### config.mk
export PLATFORM = sky130hd
export DESIGN_NAME = i2c_chan_regs
export DESIGN_NICKNAME = d
export VERILOG_FILES = /design/src/rtl/i2c_chan_pkg.sv /design/src/rtl/i2c_chan_ctrl.sv /design/src/rtl/i2c_chan_dp.sv /design/src/rtl/i2c_chan_regs.sv
export SDC_FILE = /design/constraint.sdc
export NUM_CORES = 1
export LEC_CHECK = 0
export BUFFER_PORTS_ARGS = -buffer_cell sky130_fd_sc_hd__buf_2
export CORE_MARGIN = 5
export CORE_UTILIZATION = 50
export CTS_CLUSTER_SIZE = 10
export DETAILED_ROUTE_END_ITERATION = 7
export GPL_ROUTABILITY_DRIVEN = 0
export PLACE_DENSITY = 0.78
export SETUP_SLACK_MARGIN = 0.5
export SYNTH_ARGS = -nofsm -noshare
export SYNTH_HDL_FRONTEND = slang
export SYNTH_HIERARCHICAL = 1
export SYNTH_SLANG_ARGS = --single-unit
### constraint.sdc
create_clock -name clk -period 1.8 [get_ports clk]
set_input_delay 0.36 -clock clk [delete_from_list [all_inputs] [get_ports clk]]
set_output_delay 0.36 -clock clk [all_outputs]
set_load 0.01 [all_outputs]
### src/rtl/i2c_chan_pkg.sv
package i2c_chan_pkg;
  localparam int OFF_FUNC = 'h00;
  localparam int OFF_TIM1 = 'h04;
  localparam int OFF_TIM2 = 'h08;
  localparam int OFF_IEN  = 'h0C;
  localparam int OFF_STS  = 'h10;
  localparam int OFF_CMD  = 'h14;
  localparam int OFF_BUF  = 'h20;

  localparam logic [31:0] MASK_FUNC = 32'h0071_C3FF;
  localparam logic [31:0] MASK_TIM1 = 32'h0FFF_FF0F;
  localparam logic [31:0] MASK_TIM2 = 32'h0000_0007;
  localparam logic [31:0] MASK_IEN  = 32'h0000_7FFF;

  localparam int CMD_START  = 0;
  localparam int CMD_TX     = 1;
  localparam int CMD_RX     = 3;
  localparam int CMD_RXLAST = 4;
  localparam int CMD_STOP   = 5;
  localparam int STS_RXDONE = 2;

  typedef struct packed {
    logic wrFunc;
    logic wrTim1;
    logic wrTim2;
    logic wrIen;
    logic wrSts;
    logic wrCmd;
    logic wrBuf;
    logic rxNow;
    logic rxRelease;
  } regStrobe_t;
endpackage

### src/rtl/i2c_chan_ctrl.sv
module i2c_chan_ctrl
  import i2c_chan_pkg::*;
#(
  parameter int ADDR_W = 6
) (
  input  logic              regWr,
  input  logic [ADDR_W-1:0] regAddr,
  input  logic [1:0]        wdRxBits,
  input  logic              wdAckRx,
  input  logic              fnEn,
  input  logic              rxDone,
  input  logic              rxHeld,
  output regStrobe_t        stb
);
  logic cmdHit;

  always_comb begin
    stb = '0;
    cmdHit = regWr && (regAddr == ADDR_W'(OFF_CMD));
    stb.wrFunc = regWr && (regAddr == ADDR_W'(OFF_FUNC));
    stb.wrTim1 = regWr && (regAddr == ADDR_W'(OFF_TIM1));
    stb.wrTim2 = regWr && (regAddr == ADDR_W'(OFF_TIM2));
    stb.wrIen  = regWr && (regAddr == ADDR_W'(OFF_IEN));
    stb.wrSts  = regWr && (regAddr == ADDR_W'(OFF_STS));
    stb.wrBuf  = regWr && (regAddr == ADDR_W'(OFF_BUF));
    stb.wrCmd  = cmdHit && fnEn;
    // a new receive goes straight out only when no unacknowledged byte waits
    stb.rxNow  = stb.wrCmd && (|wdRxBits) && !rxDone;
    // acknowledging receive-done releases a parked receive
    stb.rxRelease = stb.wrSts && wdAckRx && rxDone && rxHeld;
  end
endmodule

### src/rtl/i2c_chan_dp.sv
module i2c_chan_dp
  import i2c_chan_pkg::*;
#(
  parameter int ADDR_W  = 6,
  parameter int EVT_W   = 6,
  parameter int STATE_W = 4
) (
  input  logic               clk,
  input  logic               rstN,
  input  regStrobe_t         stb,
  input  logic [ADDR_W-1:0]  regAddr,
  input  logic [31:0]        regWdata,
  output logic [31:0]        regRdata,
  output logic [EVT_W-1:0]   engCmd,
  input  logic [EVT_W-1:0]   engEvt,
  input  logic [7:0]         engRxData,
  input  logic               engBusy,
  input  logic [STATE_W-1:0] engState,
  output logic               irq,
  output logic               fnEn,
  output logic               rxDone,
  output logic               rxHeld,
  output logic [EVT_W-1:0]   stsQ
);
  localparam logic [15:0] PULSE_BITS = 16'((1 << CMD_START) | (1 << CMD_TX) | (1 << CMD_STOP));
  localparam logic [15:0] RX_BITS    = 16'((1 << CMD_RX) | (1 << CMD_RXLAST));
  localparam int PAD_W = 32 - 16 - 3 - STATE_W;

  logic [31:0] funcQ, tim1Q, tim2Q, ienQ;
  logic [15:0] cmdQ;
  logic [15:0] bufQ;
  logic [EVT_W-1:0] stsClr;

  assign fnEn   = funcQ[0];
  assign rxDone = stsQ[STS_RXDONE];
  assign rxHeld = |(cmdQ & RX_BITS);
  assign stsClr = stb.wrSts ? regWdata[EVT_W-1:0] : '0;
  assign irq    = |(stsQ & ienQ[EVT_W-1:0]);

  always_ff @(posedge clk or negedge rstN) begin
    if (!rstN) begin
      funcQ <= '0; tim1Q <= '0; tim2Q <= '0; ienQ <= '0;
    end else begin
      if (stb.wrFunc) funcQ <= regWdata & MASK_FUNC;
      if (stb.wrTim1) tim1Q <= regWdata & MASK_TIM1;
      if (stb.wrTim2) tim2Q <= regWdata & MASK_TIM2;
      if (stb.wrIen)  ienQ  <= regWdata & MASK_IEN;
    end
  end

  // status: events override a same-cycle clear
  always_ff @(posedge clk or negedge rstN) begin
    if (!rstN) stsQ <= '0;
    else       stsQ <= (stsQ & ~stsClr) | engEvt;
  end

  always_ff @(posedge clk or negedge rstN) begin
    if (!rstN) begin
      cmdQ   <= '0;
      engCmd <= '0;
    end else begin
      engCmd <= '0;
      if (stb.wrCmd) begin
        cmdQ   <= regWdata[15:0] & ~PULSE_BITS & ~(stb.rxNow ? RX_BITS : 16'h0);
        engCmd <= EVT_W'(regWdata[15:0] & (PULSE_BITS | (stb.rxNow ? RX_BITS : 16'h0)));
      end else if (stb.rxRelease) begin
        cmdQ   <= cmdQ & ~RX_BITS;
        engCmd <= EVT_W'(cmdQ & RX_BITS);
      end
    end
  end

  always_ff @(posedge clk or negedge rstN) begin
    if (!rstN)                     bufQ <= '0;
    else if (engEvt[STS_RXDONE])   bufQ <= {engRxData, 8'h00};
    else if (stb.wrBuf)            bufQ <= {8'h00, regWdata[7:0]};
  end

  always_comb begin
    regRdata = '0;
    case (regAddr)
      ADDR_W'(OFF_FUNC): regRdata = funcQ;
      ADDR_W'(OFF_TIM1): regRdata = tim1Q;
      ADDR_W'(OFF_TIM2): regRdata = tim2Q;
      ADDR_W'(OFF_IEN):  regRdata = ienQ;
      ADDR_W'(OFF_STS):  regRdata = 32'(stsQ);
      ADDR_W'(OFF_CMD):  regRdata = {{PAD_W{1'b0}}, engState, 2'b00, engBusy, cmdQ};
      ADDR_W'(OFF_BUF):  regRdata = {16'h0, bufQ};
      default:           regRdata = '0;
    endcase
  end
endmodule

### src/rtl/i2c_chan_regs.sv
module i2c_chan_regs
  import i2c_chan_pkg::*;
#(
  parameter int ADDR_W  = 6,
  parameter int EVT_W   = 6,
  parameter int STATE_W = 4
) (
  input  logic               clk,
  input  logic               rstN,
  input  logic               regWr,
  input  logic [ADDR_W-1:0]  regAddr,
  input  logic [31:0]        regWdata,
  output logic [31:0]        regRdata,
  output logic [EVT_W-1:0]   engCmd,
  input  logic [EVT_W-1:0]   engEvt,
  input  logic [7:0]         engRxData,
  input  logic               engBusy,
  input  logic [STATE_W-1:0] engState,
  output logic               irq
);
  regStrobe_t       stb;
  logic             fnEn, rxDone, rxHeld;
  logic [EVT_W-1:0] stsQ;

  i2c_chan_ctrl #(.ADDR_W(ADDR_W)) uCtrl (
    .regWr(regWr), .regAddr(regAddr),
    .wdRxBits(regWdata[CMD_RXLAST:CMD_RX]), .wdAckRx(regWdata[STS_RXDONE]),
    .fnEn(fnEn), .rxDone(rxDone), .rxHeld(rxHeld), .stb(stb)
  );

  i2c_chan_dp #(.ADDR_W(ADDR_W), .EVT_W(EVT_W), .STATE_W(STATE_W)) uDp (
    .clk(clk), .rstN(rstN), .stb(stb), .regAddr(regAddr), .regWdata(regWdata),
    .regRdata(regRdata), .engCmd(engCmd), .engEvt(engEvt), .engRxData(engRxData),
    .engBusy(engBusy), .engState(engState), .irq(irq),
    .fnEn(fnEn), .rxDone(rxDone), .rxHeld(rxHeld), .stsQ(stsQ)
  );
endmodule

==> results.sh, run 1 <==
export IMPL_rsz0062_at_grt="true"
export IMPL_antenna_found_initial=0
export IMPL_crit_type="reg2out"
export IMPL_cts_buffer_depth=2
export IMPL_grt_first_pass_wirelength_um=22400
export IMPL_netlist_area_sq_mm=0.00476
export IMPL_dp_cells=626
export IMPL_path_buf_inv=1
export IMPL_avgSynthCellArea_sq_um=12.2
export IMPL_ctsHoldBuffers=0
export IMPL_critPathSlowestCell="mux4_2"
export IMPL_hold_path_class="in2async"
export IMPL_final_util=0.768
export IMPL_wl_met1_um=6070
export IMPL_slew_headroom=0.648
export IMPL_antenna_left=0
export IMPL_clk_latency_ps=370
export IMPL_fin_skew_ps=12.8
export IMPL_totalWireLength_um=15000
export IMPL_slowest_delay_ps=450
export IMPL_maxCapViolations=0
export IMPL_cp_data_required_time_ps=1440
export IMPL_dr_wl_met3_um=1040
export IMPL_powerDensity_mw_per_mm2=685
export IMPL_final_setup_viol_count=28
export IMPL_drtIter0Drc=327
export IMPL_core_area_sq_mm=0.00928
export IMPL_multi_input_area_sq_mm=0.00274
export IMPL_diodes=0
export IMPL_final_area_sq_mm=0.00713
export IMPL_hold_viol_final=0
export IMPL_critPathTopFamily="multiplexers"
export IMPL_cts_sinks=98
export IMPL_numPortBuffers=89
export IMPL_wl_per_cell_um=21.9
export IMPL_die_x_um=108
export IMPL_crit_arrival_ps=1720
export IMPL_p_leak_uw=0.00335
export IMPL_fp_dieArea_sq_mm=0.0116
export IMPL_grt_ovfl_total=0
export IMPL_critPathLaunchType="flip-flop"
export IMPL_nNetsFinal=608
export IMPL_fillers=547
export IMPL_outcome="finished with violations"
export IMPL_grt_max_degree=99
export IMPL_fmax_mhz=481
export IMPL_root_buffer="clkbuf_8"
export IMPL_failed_checks="setup timing"
export IMPL_syn_to_final_growth_pct=49.6
export IMPL_cts_buffers=9
export IMPL_grtUsageTotal=0.254
export IMPL_detailed_place_hpwl_um=8640
export IMPL_placed_area_sq_mm=0.00604
export IMPL_grt_pass1_vias=4146
export IMPL_stdcell_count=682
export IMPL_cts_tree="built"
export IMPL_layout_setup_ws_ps=-278
export IMPL_worst_path_max_fanout=2
export IMPL_tightest_slew_ps=527
export IMPL_fin_crit_sh=1.15
export IMPL_yosys_warnings=6
export IMPL_wl_met2_um=7510
export IMPL_start_util=0.513
export IMPL_placementRows=35
export IMPL_path_clk_slew_ps=100
export IMPL_ioPinCount=99
export IMPL_htree_num_levels=3
export IMPL_min_period_ps=2080
export IMPL_highest_layer="met4"
export IMPL_worstPathCellList="mux4_2 -> a221o_1 -> buf_2"
export IMPL_vias_per_cell=5.82
export IMPL_first_pass_iters=4
export IMPL_end_kind="primary output"
export IMPL_final_max_slew_viol_count=0
export IMPL_dr_total_vias=3966
export IMPL_die_h_um=108
export IMPL_final_seq_area_sq_mm=0.00245
export IMPL_drc=0
export IMPL_drive_gt1_frac=0.620
export IMPL_irDropWorstVdd_mv=0.677
export IMPL_syn_inst=392
## layer usage
layer  GRT usage  up-vias
li1            -     1737
met4      0.0866        0
met1       0.326     2035
met3      0.0612       28
met5           0        -
met2       0.421      166
## per-stage QoR
stage | hold slack [ps] | total power [uW] | setup WS [ps] | TNS [ps]
5_1_grt | 67.1 | 5080 | -319 | -4020
4_1_cts | 53.9 | 4840 | -264 | -2250
3_3_place_gp | 451 | 3250 | -226 | -8480
6_report | 31.7 | 4880 | -278 | -2920
2_1_floorplan | 64.4 | 2990 | 13.8 | 0
3_5_place_dp | 460 | 3280 | -259 | -11380
## layout make-up
class | instances | area share
multi-input combinational | 266 | 0.384
sequential | 98 | 0.344
timing repair buffer | 172 | 0.220
tap | 129 | 0.0227
clock buffer | 10 | 0.0179
clock inverter | 6 | 0.0105
inverter | 1 | 0.000527
## where the power goes
group	internal, uW	switching (uW)	total, uW
logic	520	360	881
clock network	662	806	1470
registers	2400	135	2530
## worst paths after layout
check | startpoint | end | slack [ps] | cells after the start
max | uDp/funcQ[0]$_DFFE_PN0P_ | regRdata[0] | -280 | 3
min | rstN | uDp/tim1Q[25]$_DFFE_PN0P_ | 30 | 2
max reg2reg | uDp/funcQ[0]$_DFFE_PN0P_ | uDp/cmdQ[10]$_DFFE_PN0P_ | 70 | 6
min reg2reg | uDp/funcQ[20]$_DFFE_PN0P_ | uDp/funcQ[20]$_DFFE_PN0P_ | 520 | 1
max in group asynchronous | rstN | uDp/cmdQ[4]$_DFFE_PN0P_ | 1370 | 2
min in group clk | engEvt[3] | uDp/stsQ[3]$_DFF_PN0_ | 150 | 2
## cells in the final DEF (no fill, tap or decap), types with 9 or more instances in the layout
master,n
a221o_1,10
and2_4,13
buf_12,16
buf_2,74
buf_4,37
buf_6,34
clkbuf_8,9
dfrtp_1,98
mux2_4,71
mux2i_1,12
nand2_1,15
nand2b_1,9
nand3_1,12
nand3_2,19
nor2_1,11
o21ai_2,10
## registers in the layout, indices dropped and copies added (netlist names)
signal / flops
uDp/cmdQ: 13
uDp/tim1Q: 24
uDp/tim2Q: 3
uDp/bufQ: 16
uDp/stsQ: 6
uDp/engCmd: 5
uDp/ienQ: 15
uDp/funcQ: 16
## what timing repair did
action,in CTS,in global routing
gates resized for setup,98,28
endpoints found under the setup margin,127,127
pin swaps,33,25
gates cloned,6,0
buffers inserted,23,11
No activity file was read; power rests on OpenSTA's default activity.
==> run 2: changes to the inputs <==
--- a/config.mk
+++ b/config.mk
@@ -9,8 +9,9 @@
 export CORE_MARGIN = 5
 export CORE_UTILIZATION = 50
+export CTS_BUF_LIST = sky130_fd_sc_hd__clkbuf_4 sky130_fd_sc_hd__clkbuf_8 sky130_fd_sc_hd__clkbuf_16
 export CTS_CLUSTER_SIZE = 10
 export DETAILED_ROUTE_END_ITERATION = 7
 export GPL_ROUTABILITY_DRIVEN = 0
-export PLACE_DENSITY = 0.78
+export PLACE_DENSITY = 0.77
 export SETUP_SLACK_MARGIN = 0.5
 export SYNTH_ARGS = -nofsm -noshare
==> constraint.sdc (replaced) <==
create_clock -name clk -period 1.8 [get_ports clk]
set_input_delay 0.54 -clock clk [delete_from_list [all_inputs] [get_ports clk]]
set_output_delay 0.54 -clock clk [all_outputs]
set_load 0.01 [all_outputs]
==> results.sh, run 2 (synthesized netlist as in run 1, its figures left out) <==
export IMPL_cts_sinks=98
export IMPL_p_seq_frac=0.511
export IMPL_ff2ff_setup_slack_ps=110
export IMPL_hold_path_class="in2async"
export IMPL_numPortBuffers=89
export IMPL_layout_setup_ws_ps=-511
export IMPL_ioPinCount=99
export IMPL_p_leak_uw=0.00340
export IMPL_crit_arrival_ps=1770
export IMPL_nNetsFinal=608
export IMPL_fmax_mhz=433
export IMPL_failed_checks="setup timing"
export IMPL_cts_buffer_depth=2
export IMPL_tightest_slew_ps=507
export IMPL_core_area_sq_mm=0.00928
export IMPL_end_kind="primary output"
export IMPL_ctsHoldBuffers=0
export IMPL_powerDensity_mw_per_mm2=690
export IMPL_cts_buffers=9
export IMPL_largest_register="uDp/tim1Q"
export IMPL_placementRows=35
export IMPL_largest_reg_flops=24
export IMPL_final_max_slew_viol_count=0
export IMPL_start_util=0.513
export IMPL_r2r_start="uDp/funcQ[0]$_DFFE_PN0P_"
export IMPL_rsz0062_at_grt="true"
export IMPL_internal_power_uw=3610
export IMPL_final_common_cell="dfrtp_1"
export IMPL_totalWireLength_um=15500
export IMPL_drc=0
export IMPL_crit_type="in2out"
export IMPL_power_frac_comb=0.184
export IMPL_grt_pass1_vias=4408
export IMPL_switching_share=0.275
export IMPL_slew_headroom=0.662
export IMPL_setup_tns_ps=-12520
export IMPL_critPathLaunchType="input pin"
export IMPL_die_x_um=108
export IMPL_grtUsageTotal=0.267
export IMPL_outcome="finished with violations"
export IMPL_pwr_share_clk=0.305
export IMPL_final_area_sq_mm=0.00721
export IMPL_vias_per_cell=5.84
export IMPL_startpoint="regAddr[0]"
export IMPL_placed_area_sq_mm=0.00614
export IMPL_drtIter0Drc=230
export IMPL_htree_num_levels=3
export IMPL_drive_gt1_frac=0.613
export IMPL_fin_crit_sh=1.28
export IMPL_final_setup_viol_count=37
export IMPL_die_h_um=108
export IMPL_dp_slack_ps=-551
export IMPL_path_clk_slew_ps=110
export IMPL_cp_data_required_time_ps=1260
export IMPL_irDropWorstVdd_mv=0.496
export IMPL_worst_path_max_fanout=4
export IMPL_fillers=541
export IMPL_power_switching_uw=1370
export IMPL_r2r_end="uDp/cmdQ[15]$_DFFE_PN0P_"
export IMPL_multi_input_area_sq_mm=0.00272
export IMPL_antenna_left=0
export IMPL_grt_first_pass_wirelength_um=23500
export IMPL_grt_max_degree=35
export IMPL_diodes=0
export IMPL_first_pass_iters=4
export IMPL_layout_common_cells="dfrtp_1 (98), buf_2 (74), mux2_4 (70), buf_4 (33), buf_6 (31)"
export IMPL_detailed_place_hpwl_um=9240
export IMPL_fp_dieArea_sq_mm=0.0116
export IMPL_syn_to_final_growth_pct=51.3
export IMPL_min_period_ps=2310
export IMPL_fin_skew_ps=9.66
export IMPL_cts_tree="built"
export IMPL_clk_latency_ps=370
export IMPL_crit_end="regRdata[1]"
export IMPL_root_buffer="clkbuf_8"
export IMPL_hold_viol_final=0
export IMPL_grt_ovfl_total=0
export IMPL_maxCapViolations=0
export IMPL_antenna_found_initial=0
export IMPL_wl_per_cell_um=22.8
export IMPL_final_seq_area_sq_mm=0.00245
export IMPL_reg2reg_depth=6
export IMPL_reg_largest_list="uDp/tim1Q (24), uDp/bufQ (16), uDp/funcQ (16)"
export IMPL_dr_total_vias=3981
## run 2: changes by cell type in the layout (fill, tap and decap cells not counted), moves of 3 or more
cell       before  now
buf_6          34   31
buf_4          37   33
nand3_1        12   20
mux2i_1        12    9
nor3_1          3    0
clkbuf_16       0    3
nand3_2        19   12
buf_12         16   20
## run 2: through the flow
stage | power [uW] | utilization | hold WS [ps] | instances
global route | 5170 | 0.777 | 41.5 | 682
floorplan | 3000 | - | 244 | 396
CTS | 4910 | 0.756 | 35.5 | 674
finish | 4970 | 0.777 | 40.2 | 682
detailed placement | 3330 | 0.661 | 450 | 635
global placement | 3290 | 0.661 | 448 | 635
## run 2: final cells by class
type / count / area share
clock buffers: 9 / 0.0172
clock inverters: 7 / 0.0116
inverters: 1 / 0.000521
multi-input cells: 266 / 0.377
flip-flops and latches: 98 / 0.340
well taps: 129 / 0.0224
repair buffers: 172 / 0.232
## run 2: power by group through the flow
stage	registers [uW]	logic, uW	clock network [uW]
2_1_floorplan	2520	475	0
6_report	2540	915	1520
4_1_cts	2530	856	1520
3_5_place_dp	2560	762	0
5_1_grt	2560	968	1640
3_3_place_gp	2550	734	0
## run 2: worst min path at each step
| stage | start | to |
|---|---|---|
| 2_1_floorplan | rstN | uDp/bufQ[0]$_DFFE_PN0P_ |
| 3_3_place_gp | rstN | uDp/tim1Q[17]$_DFFE_PN0P_ |
| 3_5_place_dp | rstN | uDp/tim1Q[17]$_DFFE_PN0P_ |
| 4_1_cts | rstN | uDp/tim1Q[17]$_DFFE_PN0P_ |
| 5_1_grt | rstN | uDp/tim1Q[17]$_DFFE_PN0P_ |
| 6_report | rstN | uDp/tim1Q[17]$_DFFE_PN0P_ |
## run 2: routing by layer
metal / vias up / part of all wire / global-route usage
met5: - / 0 / 0
met4: 0 / 0.029 / 0.0974
met3: 38 / 0.065 / 0.0540
met2: 164 / 0.50 / 0.450
met1: 2046 / 0.41 / 0.339
li1: 1733 / - / -
## run 2: worst max-delay path: stages
cell and delay (ps):
buf_8 100, buf_6 110, nor4b_4 270, buf_4 200, buf_6 110, and3_4 180
a221o_1 120, buf_2 140
## run 2: repair_timing
item	4_1_cts	5_1_grt
pin swaps	16	15
buffers inserted	15	6
gates cloned	8	2
gates resized for setup	94	20
endpoints found under the setup margin	132	132
==> run 3: changes to the inputs <==
CORE_UTILIZATION = 55   (was 50)
PLACE_DENSITY = 0.8   (was 0.77)
clock period = 2.45 ns   (was 1.8 ns; I/O delays follow)
==> results.sh, run 3 (synthesized netlist as in run 1, its figures left out) <==
export IMPL_antenna_found_initial=0
export IMPL_p_total_uw=3490
export IMPL_failed_checks="setup timing"
export IMPL_htree_num_levels=3
export IMPL_diodes=0
export IMPL_grt_first_pass_wirelength_um=19700
export IMPL_path_buf_inv=4
export IMPL_numPortBuffers=89
export IMPL_slowest_delay_ps=390
export IMPL_die_x_um=103
export IMPL_setup_tns_ps=-5700
export IMPL_hold_ws_ps=320
export IMPL_p_leak_uw=0.00314
export IMPL_nNetsFinal=585
export IMPL_placed_area_sq_mm=0.00570
export IMPL_cts_tree="built"
export IMPL_clk_latency_ps=360
export IMPL_final_area_sq_mm=0.00662
export IMPL_layout_setup_ws_ps=-295
export IMPL_fin_skew_ps=12.7
export IMPL_crit_arrival_ps=2010
export IMPL_reg_largest_list="uDp/tim1Q (24), uDp/bufQ (16), uDp/funcQ (16)"
export IMPL_root_buffer="clkbuf_8"
export IMPL_die_h_um=103
export IMPL_final_max_slew_viol_count=0
export IMPL_drtIter0Drc=291
export IMPL_grtUsageTotal=0.243
export IMPL_ioPinCount=99
export IMPL_cts_buffers=9
export IMPL_final_setup_viol_count=28
export IMPL_critPathTopFamily="simple AND/OR/NAND/NOR gates"
export IMPL_grt_ovfl_total=0
export IMPL_critPathLaunchType="input pin"
export IMPL_cts_buffer_depth=2
export IMPL_detailed_place_hpwl_um=8430
export IMPL_first_pass_iters=4
export IMPL_cp_data_required_time_ps=1710
export IMPL_grt_max_degree=37
export IMPL_min_period_ps=2740
export IMPL_path_clk_slew_ps=100
export IMPL_syn_to_final_growth_pct=39.0
export IMPL_drc=0
export IMPL_antenna_left=0
export IMPL_irDropWorstVdd_mv=0.319
export IMPL_largest_reg_flops=24
export IMPL_worst_path_max_fanout=5
export IMPL_cts_sinks=98
export IMPL_drive_gt1_frac=0.592
export IMPL_wl_per_cell_um=23.3
export IMPL_layout_common_cells="dfrtp_1 (98), buf_2 (72), mux2_4 (52), buf_4 (34), buf_6 (29)"
export IMPL_rsz0062_at_grt="true"
export IMPL_largest_register="uDp/tim1Q"
export IMPL_totalWireLength_um=14900
export IMPL_final_common_cell="dfrtp_1"
export IMPL_placementRows=34
export IMPL_core_area_sq_mm=0.00859
export IMPL_crit_type="in2out"
export IMPL_maxCapViolations=0
export IMPL_end_kind="primary output"
export IMPL_outcome="finished with violations"
export IMPL_start_util=0.554
export IMPL_vias_per_cell=6.24
export IMPL_hold_viol_final=0
export IMPL_critPathSlowestCell="nor4b_4"
export IMPL_grt_pass1_vias=3880
export IMPL_fp_dieArea_sq_mm=0.0106
export IMPL_fmax_mhz=364
export IMPL_fin_crit_sh=1.12
export IMPL_powerDensity_mw_per_mm2=527
export IMPL_worstPathCellList="buf_8 -> buf_6 -> nor4b_4 -> buf_4 -> and2_4 -> a211o_1 -> buf_2"
export IMPL_dr_total_vias=3973
export IMPL_hold_path_class="in2async"
==> run 3: cell count changes in the layout (fill, tap and decap cells not counted), sizes merged <==
cell,delta
buf,-21
inv,-3
clkinvlp,+1
clkinv,-1
==> run 3: final timing paths <==
path | start | endpoint | slack [ps] | cells past startpoint
worst max-delay path | regAddr[1] | regRdata[15] | -290 | 7
worst min-delay path | rstN | uDp/tim1Q[23]$_DFFE_PN0P_ | 320 | 1
worst max register to register | uDp/funcQ[0]$_DFFE_PN0P_ | uDp/cmdQ[3]$_DFFE_PN0P_ | 930 | 5
worst min register to register | uDp/funcQ[8]$_DFFE_PN0P_ | uDp/funcQ[8]$_DFFE_PN0P_ | 520 | 1
max in group asynchronous | rstN | uDp/ienQ[5]$_DFFE_PN0P_ | 1560 | 2
min in group clk | uDp/funcQ[8]$_DFFE_PN0P_ | uDp/funcQ[8]$_DFFE_PN0P_ | 520 | 1
==> run 3: timing repair <==
item                                    in CTS  in global routing
buffers inserted                             6                  6
hold endpoints to repair                     0                  0
hold buffers                                 0                  0
pin swaps                                    9                 23
gates cloned                                 3                  1
endpoints found under the setup margin      55                114
resized for setup                           52                101
==> run 3: worst register-to-register path, delay by kind of cell (launching register included) <==
kind,cells,cell delay [ps]
compound gates,1,250
simple gates,2,450
buf+inv,2,270
flops,1,440
==> run 3: per-layer routing <==
| layer | vias up | global-route usage | share of wire |
|---|---|---|---|
| met5 | - | 0 | 0 |
| met4 | 0 | 0.104 | 0.027 |
| met1 | 2043 | 0.312 | 0.39 |
| li1 | 1682 | - | - |
| met3 | 39 | 0.0433 | 0.070 |
| met2 | 209 | 0.405 | 0.51 |
==> run 3: power by group <==
group          internal, uW  switching (uW)
registers              1760             104
clock network           492             552
logic                   322             257
==> run 3: per-stage QoR <==
step / util / std cells / setup slack (ps)
6_report: 0.771 / 637 / -295
5_1_grt: 0.771 / 637 / -344
4_1_cts: 0.722 / 630 / -216
3_5_place_dp: 0.663 / 606 / -362
3_3_place_gp: 0.663 / 606 / -341
2_1_floorplan: - / 396 / -86.2
==> run 3: layout make-up <==
type,count,area [sq um]
clock buffers,11,139
clock inverters,4,53.8
fillers,485,1970
inverters,1,3.75
multi-input cells,266,2620
flip-flops and latches,98,2450
well taps,108,135
repair buffers,149,1220
